File: src/rtl/usb_irq_pkg.sv
package usb_irq_pkg;

    localparam int SRC_W = 4;   // per-function status width
    localparam int TX_W  = 3;   // maskable transaction sources

    localparam int BIT_DONE  = 0;
    localparam int BIT_SHORT = 1;
    localparam int BIT_CRC   = 2;
    localparam int BIT_OPERR = 3;

    typedef enum logic [1:0] {
        LINE_A = 2'd0,
        LINE_B = 2'd1,
        LINE_C = 2'd2,
        LINE_D = 2'd3
    } irq_line_e;

    typedef enum logic {
        FR_RUN     = 1'b0,
        FR_WAIT_WB = 1'b1
    } frame_state_e;

    function automatic irq_line_e route_of(input int f);
        unique case (f % 4)
            0:       return LINE_A;
            1:       return LINE_D;
            2:       return LINE_C;
            default: return LINE_A;
        endcase
    endfunction

endpackage

File: src/rtl/irq_frame_ctrl.sv
module irq_frame_ctrl
    import usb_irq_pkg::*;
(
    input  logic clk,
    input  logic rst_n,
    input  logic frame_end,
    input  logic wb_done,
    output logic commit,
    output logic roll
);

    frame_state_e state_q, state_d;

    always_ff @(posedge clk) begin
        if (!rst_n) state_q <= FR_RUN;
        else        state_q <= state_d;
    end

    always_comb begin
        state_d = state_q;
        commit  = 1'b0;
        roll    = 1'b0;
        unique case (state_q)
            FR_RUN: begin
                roll = frame_end;
                if (frame_end) state_d = FR_WAIT_WB;
            end
            FR_WAIT_WB: begin
                commit = wb_done;
                roll   = frame_end;
                if (wb_done && !frame_end) state_d = FR_RUN;
            end
            default: state_d = FR_RUN;
        endcase
    end

endmodule

File: src/rtl/irq_func_slice.sv
module irq_func_slice
    import usb_irq_pkg::*;
(
    input  logic             clk,
    input  logic             rst_n,
    input  logic             ev_done,
    input  logic             ev_ioc,
    input  logic             ev_short,
    input  logic             ev_crc,
    input  logic             ev_operr,
    input  logic             commit,
    input  logic             roll,
    input  logic             en_wr,
    input  logic             clr_wr,
    input  logic [SRC_W-1:0] wdata,
    output logic [SRC_W-1:0] status,
    output logic [TX_W-1:0]  enable,
    output logic             pending
);

    logic [TX_W-1:0] tx_ev;
    logic [TX_W-1:0] cur_q;
    logic [TX_W-1:0] held_q;
    logic [TX_W-1:0] commit_bits;
    logic [SRC_W-1:0] clr_mask;
    logic [SRC_W-1:0] set_mask;

    always_comb begin
        tx_ev            = '0;
        tx_ev[BIT_DONE]  = ev_done & ev_ioc;
        tx_ev[BIT_SHORT] = ev_short;
        tx_ev[BIT_CRC]   = ev_crc;
        commit_bits      = commit ? held_q : '0;
        clr_mask         = clr_wr ? wdata : '0;
        set_mask         = {ev_operr, commit_bits};
    end

    always_ff @(posedge clk) begin
        if (!rst_n) begin
            cur_q  <= '0;
            held_q <= '0;
        end else begin
            if (commit)    held_q <= roll ? (cur_q | tx_ev) : '0;
            else if (roll) held_q <= held_q | cur_q | tx_ev;
            cur_q <= roll ? '0 : (cur_q | tx_ev);
        end
    end

    always_ff @(posedge clk) begin
        if (!rst_n) begin
            status <= '0;
            enable <= '0;
        end else begin
            status <= (status & ~clr_mask) | set_mask;
            if (en_wr) enable <= wdata[TX_W-1:0];
        end
    end

    assign pending = |(status & {1'b1, enable});

endmodule

File: src/rtl/irq_line_router.sv
module irq_line_router
    import usb_irq_pkg::*;
#(
    parameter int NUM_FUNC = 4
) (
    input  logic [NUM_FUNC-1:0] pending,
    output logic                irq_a,
    output logic                irq_c,
    output logic                irq_d
);

    always_comb begin
        irq_a = 1'b0;
        irq_c = 1'b0;
        irq_d = 1'b0;
        for (int f = 0; f < NUM_FUNC; f++) begin
            unique case (route_of(f))
                LINE_A:  irq_a = irq_a | pending[f];
                LINE_C:  irq_c = irq_c | pending[f];
                LINE_D:  irq_d = irq_d | pending[f];
                default: ;
            endcase
        end
    end

endmodule

File: src/rtl/usb_irq_aggregator.sv
module usb_irq_aggregator
    import usb_irq_pkg::*;
#(
    parameter int NUM_FUNC = 4,
    parameter int FUNC_W   = (NUM_FUNC > 1) ? $clog2(NUM_FUNC) : 1
) (
    input  logic                      clk,
    input  logic                      rst_n,
    input  logic [NUM_FUNC-1:0]       ev_done,
    input  logic [NUM_FUNC-1:0]       ev_ioc,
    input  logic [NUM_FUNC-1:0]       ev_short,
    input  logic [NUM_FUNC-1:0]       ev_crc,
    input  logic [NUM_FUNC-1:0]       ev_operr,
    input  logic                      frame_end,
    input  logic                      wb_done,
    input  logic                      reg_wr,
    input  logic                      reg_sel,
    input  logic [FUNC_W-1:0]         reg_func,
    input  logic [SRC_W-1:0]          reg_wdata,
    output logic [NUM_FUNC*SRC_W-1:0] status_o,
    output logic [NUM_FUNC*TX_W-1:0]  enable_o,
    output logic [NUM_FUNC*3-1:0]     pin_id_o,
    output logic [NUM_FUNC*2-1:0]     route_o,
    output logic                      irq_a,
    output logic                      irq_c,
    output logic                      irq_d
);

    logic                commit;
    logic                roll;
    logic [NUM_FUNC-1:0] pending;

    irq_frame_ctrl u_frame (
        .clk       (clk),
        .rst_n     (rst_n),
        .frame_end (frame_end),
        .wb_done   (wb_done),
        .commit    (commit),
        .roll      (roll)
    );

    for (genvar f = 0; f < NUM_FUNC; f++) begin : g_func
        logic sel_here;
        assign sel_here = reg_wr && (reg_func == FUNC_W'(f));

        irq_func_slice u_slice (
            .clk      (clk),
            .rst_n    (rst_n),
            .ev_done  (ev_done[f]),
            .ev_ioc   (ev_ioc[f]),
            .ev_short (ev_short[f]),
            .ev_crc   (ev_crc[f]),
            .ev_operr (ev_operr[f]),
            .commit   (commit),
            .roll     (roll),
            .en_wr    (sel_here && !reg_sel),
            .clr_wr   (sel_here && reg_sel),
            .wdata    (reg_wdata),
            .status   (status_o[f*SRC_W +: SRC_W]),
            .enable   (enable_o[f*TX_W +: TX_W]),
            .pending  (pending[f])
        );

        assign pin_id_o[f*3 +: 3] = 3'(f + 1);
        assign route_o[f*2 +: 2]  = route_of(f);
    end

    irq_line_router #(.NUM_FUNC(NUM_FUNC)) u_router (
        .pending (pending),
        .irq_a   (irq_a),
        .irq_c   (irq_c),
        .irq_d   (irq_d)
    );

endmodule

File: config.mk
export PLATFORM = sky130hd
export DESIGN_NAME = usb_irq_aggregator
export DESIGN_NICKNAME = d
export VERILOG_FILES = /design/src/rtl/usb_irq_pkg.sv /design/src/rtl/irq_frame_ctrl.sv /design/src/rtl/irq_func_slice.sv /design/src/rtl/irq_line_router.sv /design/src/rtl/usb_irq_aggregator.sv
export SDC_FILE = /design/constraint.sdc
export NUM_CORES = 1
export LEC_CHECK = 0
export BUFFER_PORTS_ARGS = -buffer_cell sky130_fd_sc_hd__buf_2
export CORE_MARGIN = 5
export CORE_UTILIZATION = 53
export CTS_CLUSTER_DIAMETER = 80
export CTS_CLUSTER_SIZE = 14
export DETAILED_ROUTE_END_ITERATION = 7
export PLACE_DENSITY = 0.86
export SLEW_MARGIN = 20
export SYNTH_ARGS = -nofsm -noshare
export SYNTH_HDL_FRONTEND = slang
export SYNTH_HIERARCHICAL = 1
export SYNTH_SLANG_ARGS = --single-unit
File: constraint.sdc
create_clock -name clk -period 2.2 [get_ports clk]
set_clock_uncertainty 0.05 [all_clocks]
set_input_delay 0.22 -clock clk [delete_from_list [all_inputs] [get_ports clk]]
set_output_delay 0.22 -clock clk [all_outputs]
set_load 0.1 [all_outputs]
==> results of run 1 <==
==> final cells by class <==
cell class                      count  area share (%)
Timing Repair Buffer               62            11.7
Clock buffer                        7            3.26
Tap cell                           52            2.45
Sequential cell                    53            40.2
Multi-Input combinational cell    176            42.4
==> worst paths after layout <==
path | endpoint | cells after the start
max reg2reg | g_func[2].u_slice/held_q[0]$_SDFFE_PN0P_ | 3
min reg2reg | g_func[3].u_slice/status[0]$_SDFF_PN0_ | 2
max | irq_a | 4
min | g_func[2].u_slice/status[3]$_SDFF_PN0_ | 2
==> cell families after synthesis <==
family / Yosys count / share of synthesized area (%)
AOI/OAI and AO/OA: 65 / 20.8
DFF: 53 / 45.7
and+or+nand+nor: 79 / 19.2
buffers and inverters: 27 / 8.73
other: 2 / 0.324
muxes: 12 / 5.18
==> report_power, final <==
part | internal [mW] | switching (mW) | leakage, nW
registers | 1.00 | 0.0224 | 0.435
clock network | 0.250 | 0.294 | 0.0443
logic | 0.0912 | 0.379 | 0.678
total | 1.34 | 0.696 | 1.16
==> registers in the layout, indices dropped and copies added, names as in the netlist <==
signal                 count
u_frame/state_q            1
g_func.u_slice/held_q     12
g_func.u_slice/cur_q      12
g_func.u_slice/enable     12
g_func.u_slice/status     16
==> layout by cell type, fill, tap and decap left out, types with 3 or more instances in the layout <==
master     n
clkbuf_8   6
buf_2     62
a21bo_1   12
conb_1    20
dfxtp_2    3
nor2_1    20
o21ai_1    4
nor2b_1   13
a21boi_2   4
nand2b_1  12
nand2_1   20
and4bb_2   3
nand3b_1   4
dfxtp_1   50
a22oi_1    4
o21ai_0    8
and4b_2    3
a21oi_1    8
o21a_1     5
mux2i_1   12
a21boi_1  20
==> metrics by stage <==
step / cell area, sq um / setup WS (ns) / utilization (%)
after floorplan: 2390 / 0.000829 / -
after global placement: 2560 / 0.903 / 59.7
after detailed placement: 2560 / 0.848 / 59.7
after CTS: 2650 / 0.543 / 61.7
after global routing: 2650 / 0.456 / 61.7
final: 2650 / 0.559 / 61.7
==> layer usage <==
metal | global-route usage [%] | vias to the layer above
li1 | - | 891
met1 | 19.2 | 801
met2 | 28.0 | 58
met4 | 4.72 | 0
met3 | 5.79 | 7
met5 | 0 | -
==> metrics.md, run 1 <==
| Metric | Value |
|---|---|
| CTS Buf Count | `5` |
| First-pass GRT wire length | `between 7000 and 8000 microns` |
| Fin crit period | `1.64 ns` |
| Ys flop type | `dfxtp_1` |
| Die X | `76.2 microns` |
| Root Driver | `clkbuf_8` |
| Maximum number of pins on one net before global-route repair | `50` |
| Post-Syn Area | `2320 sq um` |
| Area Overhead vs Synth | `14.2%` |
| CP peak stage delay | `roughly 0.33 ns` |
| Crit Path Category | `flip-flop to output port` |
| Slowest cell on crit path | `dfxtp_1` |
| Crit-path cells | `a22oi_1 -> nand2_1 -> or2_1 -> buf_2` |
| Post-DP HPWL | `3570 microns` |
| Worst EP arrival | `approximately 1.4 ns` |
| WP buf/inv | `1` |
| CTS Buffer Depth | `2` |
| Crit path max fanout | `3` |
| Reg2Reg Launch Point | `u_frame/state_q$_SDFF_PN0_` |
| Antenna-violating nets left | `0` |
| Vias in the first global route | `between 1500 and 2000` |
| Worst skew pair latency | `about 0.3 ns` |
| Fraction of layout cells with a size suffix above 1 | `28.2%` |
| Warnings, synthesis | `6` |
| Met3 routed WL | `360 microns` |
| Antenna violations before repair | `0` |
| Setup slack, reg-to-reg | `between 1 and 1.5 ns` |
| Fraction of registers with async set/reset | `0%` |
| Data required, critical path | `about 1.9 ns` |
| HP Start | `ev_operr[2]` |
| Share of the yosys chip area belonging to registers | `between 40% and 50%` |
| TritonCTS clock tree | `yes` |
| # IOs | `83` |
| Hold Violations, Final | `0` |
| Global placement routability congestion | `0.744` |
| Fin nets | `330` |
| Dominant cell type by area after synthesis | `dfxtp_1` |
| DR DRC count | `0` |
| Diodes inserted | `0` |
| Non-Filler Instances | `350` |
| Fin crit share | `roughly three quarters` |
| Distinct cells, synth | `23` |
| Fill count | `372` |
| Power Density | `769 nW/um^2` |
| Fmax | `0.609 GHz` |
| Htree depth | `2` |
| Inst Count DP | `343` |
| Relative slew margins | `53.7%` |
| Post-synth top area share | `a little under half` |
| Register bit total from synthesis | `53` |
| Count leader, synth | `dfxtp_1` |
| M1 WL | `~2100 microns` |
| Post-Synthesis Cells | `roughly 240` |
| Core area | `4290 sq um` |
| Via count | `1757` |
| GRT Residual Overflow | `0` |
| DIE AREA | `5800 sq um` |
| Post-CTS Setup Inserts | `0` |
| Initial Util | `54.1%` |
| Status | `finished, final reports clean` |
| Worst slew pin tran | `0.694 ns` |
| TNS Setup | `0 ns` |
| Hold Crit Class | `input pin to flip-flop` |
| RSZ-0062 raised after global routing | `false` |
| Kind of start point of the critical path | `flip-flop` |
| Drt first pass iters | `4` |
| Max Transition Viols Final | `0` |
| CP Launch Point | `g_func[3].u_slice/status[2]$_SDFF_PN0_` |
| Vias per inst | `about 5.0` |
| Clock transition at path regs | `0.09 ns` |
| Final setup viols | `0` |
| Highest routed layer | `met4` |
| Element type at the critical path end | `output port` |
| Standard-cell rows | `24` |
| PnR Total Power | `2.04 mW` |
| Area used by multi-input combinational logic | `1120 sq um` |
| Post-cts resize count | `0` |
| Sinks on the clock net | `53` |
| Worst hold slack | `~0.080 ns` |
| Family with the most delay on the worst path | `flip-flops` |
| Mean Syn Cell Area | `9.75 sq um` |
| Max Cap Viol | `0` |
| Die Ht | `76.2 microns` |
| # port buffers | `62` |
| Largest cells by area after synthesis | `dfxtp_1, buf_4, a21boi_1` |
| Sequential Area | `approximately 1100 sq um` |
| Lkg Pwr | `approximately 1.2 nW` |
| Worst vdd ir | `471 uV` |
| Drt total wl | `4820 microns` |
| Hold buffers post-CTS | `0` |
| DR WL met2 | `2300 microns` |
| First DRT Iteration DRCs | `81` |
| EDFF count, synth | `0` |
| DR WL/cell | `13.8 microns` |
| GRT Total Usage | `16.4%` |
| Post-synth top cells | `dfxtp_1, buf_4, a21boi_1, nand2_1, nor2_1` |
(Power assumes the default switching activity.)
==> run 2, diff against run 1 <==
--- a/config.mk
+++ b/config.mk
@@ -7,11 +7,11 @@
 export LEC_CHECK = 0
 export BUFFER_PORTS_ARGS = -buffer_cell sky130_fd_sc_hd__buf_2
 export CORE_MARGIN = 5
-export CORE_UTILIZATION = 53
+export CORE_UTILIZATION = 49
 export CTS_CLUSTER_DIAMETER = 80
 export CTS_CLUSTER_SIZE = 14
 export DETAILED_ROUTE_END_ITERATION = 7
-export PLACE_DENSITY = 0.86
+export PLACE_DENSITY = 0.81
 export SLEW_MARGIN = 20
 export SYNTH_ARGS = -nofsm -noshare
 export SYNTH_HDL_FRONTEND = slang
==> constraint.sdc (replaced) <==
create_clock -name clk -period 1.6 [get_ports clk]
set_clock_uncertainty 0.05 [all_clocks]
set_input_delay 0.16 -clock clk [delete_from_list [all_inputs] [get_ports clk]]
set_output_delay 0.16 -clock clk [all_outputs]
set_load 0.1 [all_outputs]
==> run 2 against run 1 <==
Worst hold slack lost 0.064 ns. Combinational power increased by 41%. Sequential cell count stayed put. Wire length is 0.37% lower. Count of clock-buffer cells in the layout grew 1. Cell count rose by 1.1%. Clock power up 30%. Sequential share of layout area is 0.060 points higher. Sequential power is 38% higher.
==> metrics.md, run 2 (synthesis results as in run 1) <==
| Metric | Value |
|---|---|
| CTS Buffer Depth | `2 (unchanged)` |
| Fin crit period | `approximately 1.5 ns` |
| Maximum number of pins on one net before global-route repair | `50 (unchanged)` |
| Hold Crit Class | `input pin to flip-flop (unchanged)` |
| Crit Path Category | `flip-flop to output port (unchanged)` |
| DIE AREA | `6210 sq um (was 5800 sq um)` |
| Hold buffers post-CTS | `0 (unchanged)` |
| GRT Residual Overflow | `0 (unchanged)` |
| Fin nets | `331 (was 330)` |
| Status | `finished, final reports clean (unchanged)` |
| GRT Total Usage | `15.8% (was 16.4%)` |
| Htree depth | `2 (unchanged)` |
| Post-DP HPWL | `3440 microns (was 3570 microns)` |
| Most flops, register | `g_func.u_slice/status (unchanged)` |
| Max FFs per register | `16 (unchanged)` |
| Via count | `1750 (was 1757)` |
| DR WL/cell | `13.6 microns (was 13.8 microns)` |
| TNS Setup | `0 ns (unchanged)` |
| Data required, critical path | `1.39 ns (was 1.93 ns)` |
| Drt total wl | `4800 microns (was 4820 microns)` |
| Drt first pass iters | `4 (unchanged)` |
| Sinks on the clock net | `53 (unchanged)` |
| Initial Util | `49.8% (was 54.1%)` |
| Power Density | `1020 nW/um^2 (was 769 nW/um^2)` |
| Vias per inst | `4.94 (was 5.02)` |
| Crit path max fanout | `3 (unchanged)` |
| Clock transition at path regs | `0.09 ns (about the same)` |
| Worst hold slack | `0.0160 ns (was 0.0796 ns)` |
| Lkg Pwr | `1.18 nW (was 1.16 nW)` |
| Kind of start point of the critical path | `flip-flop (unchanged)` |
| Area used by multi-input combinational logic | `1140 sq um (was 1120 sq um)` |
| # IOs | `83 (unchanged)` |
| Worst slew pin tran | `0.498 ns (was 0.694 ns)` |
| First-pass GRT wire length | `7760 microns (was 7850 microns)` |
| Post-CTS Setup Inserts | `0 (unchanged)` |
| Vias in the first global route | `1675 (was 1729)` |
| Core area | `4660 sq um (was 4290 sq um)` |
| Relative slew margins | `66.7% (was 53.7%)` |
| Fin crit share | `95.1%` |
| Final setup viols | `0 (unchanged)` |
| First DRT Iteration DRCs | `98 (was 81)` |
| Post-cts resize count | `2 (was 0)` |
| Global placement routability congestion | `0.766 (was 0.744)` |
| Antenna violations before repair | `0 (unchanged)` |
| Fmax | `0.657 GHz` |
| Fill count | `420 (was 372)` |
| Hold Violations, Final | `0 (unchanged)` |
| CTS Buf Count | `5 (unchanged)` |
| Worst vdd ir | `483 uV (was 471 uV)` |
| Antenna-violating nets left | `0 (unchanged)` |
| Root Driver | `clkbuf_8 (unchanged)` |
| DR DRC count | `0 (unchanged)` |
| Max Transition Viols Final | `0 (unchanged)` |
| Area Overhead vs Synth | `17.4% (was 14.2%)` |
| # port buffers | `62 (unchanged)` |
| Die X | `78.8 microns (was 76.2 microns)` |
| Sequential Area | `1100 sq um (was 1060 sq um)` |
| TritonCTS clock tree | `yes (unchanged)` |
| Most frequent cells in the layout | `buf_2, dfxtp_2, dfxtp_1 (was buf_2, dfxtp_1)` |
| RSZ-0062 raised after global routing | `false (unchanged)` |
| Element type at the critical path end | `output port (unchanged)` |
| Die Ht | `78.8 microns (was 76.2 microns)` |
| Diodes inserted | `0 (unchanged)` |
| Fraction of layout cells with a size suffix above 1 | `37.3% (was 28.2%)` |
| Standard-cell rows | `25 (was 24)` |
| Worst skew pair latency | `0.30 ns (about the same)` |
| Max Cap Viol | `0 (unchanged)` |
| Commonest non-fill, non-tap cell in the layout | `buf_2 (unchanged)` |
| Worst EP arrival | `1.31 ns (was 1.37 ns)` |
## run 2: routing by layer
metal | track usage (%) | routed length, microns | share of wire, % | vias up
met4 | 5.15 | 57 | 1.2 | 0
met5 | 0 | 0 | 0 | -
met2 | 25.0 | 2210 | 46 | 57
met3 | 4.54 | 367 | 7.6 | 6
met1 | 20.8 | 2160 | 45 | 794
li1 | - | - | - | 893
## run 2: cell type report
type / instances / share of cell area, %
Timing Repair Buffer: 63 / 12.7
Sequential cell: 53 / 40.2
Clock buffer: 8 / 2.94
Multi-Input combinational cell: 176 / 41.7
Tap cell: 54 / 2.48
## run 2: worst paths after layout
check	startpoint	endpoint	slack [ns]	depth (start not counted)
setup / recovery	g_func[3].u_slice/status[2]$_SDFF_PN0_	irq_a	0.08	4
hold / removal	ev_operr[1]	g_func[1].u_slice/status[3]$_SDFF_PN0_	0.02	2
setup reg to reg	u_frame/state_q$_SDFF_PN0_	g_func[1].u_slice/held_q[2]$_SDFFE_PN0P_	0.50	3
hold reg to reg	g_func[3].u_slice/held_q[1]$_SDFFE_PN0P_	g_func[3].u_slice/status[1]$_SDFF_PN0_	0.40	2
## run 2: worst max-delay path, cell delays in order (launching register included)
cell	delay (ns)
dfxtp_2	0.34
a22oi_2	0.18
nand2_1	0.07
or2_4	0.26
buf_12	0.16
## run 2: metrics by stage
| step | power (mW) | std cells | utilization, % | cell area, sq um | worst slack (ns) |
|---|---|---|---|---|---|
| floorplan | 2.02 | 256 | - | 2420 | 0.0715 |
| global placement | 2.09 | 346 | 56.2 | 2620 | 0.289 |
| detailed placement | 2.09 | 346 | 56.2 | 2620 | 0.280 |
| CTS | 2.81 | 354 | 58.0 | 2710 | 0.0216 |
| global route | 2.92 | 354 | 58.5 | 2730 | 0.0258 |
| finish | 2.78 | 354 | 58.5 | 2730 | 0.0789 |
## run 2: power by group
part | internal, mW | total (mW) | switching (mW)
Combinational | 0.140 | 0.664 | 0.524
Sequential | 1.38 | 1.41 | 0.0309
Clock | 0.312 | 0.709 | 0.397
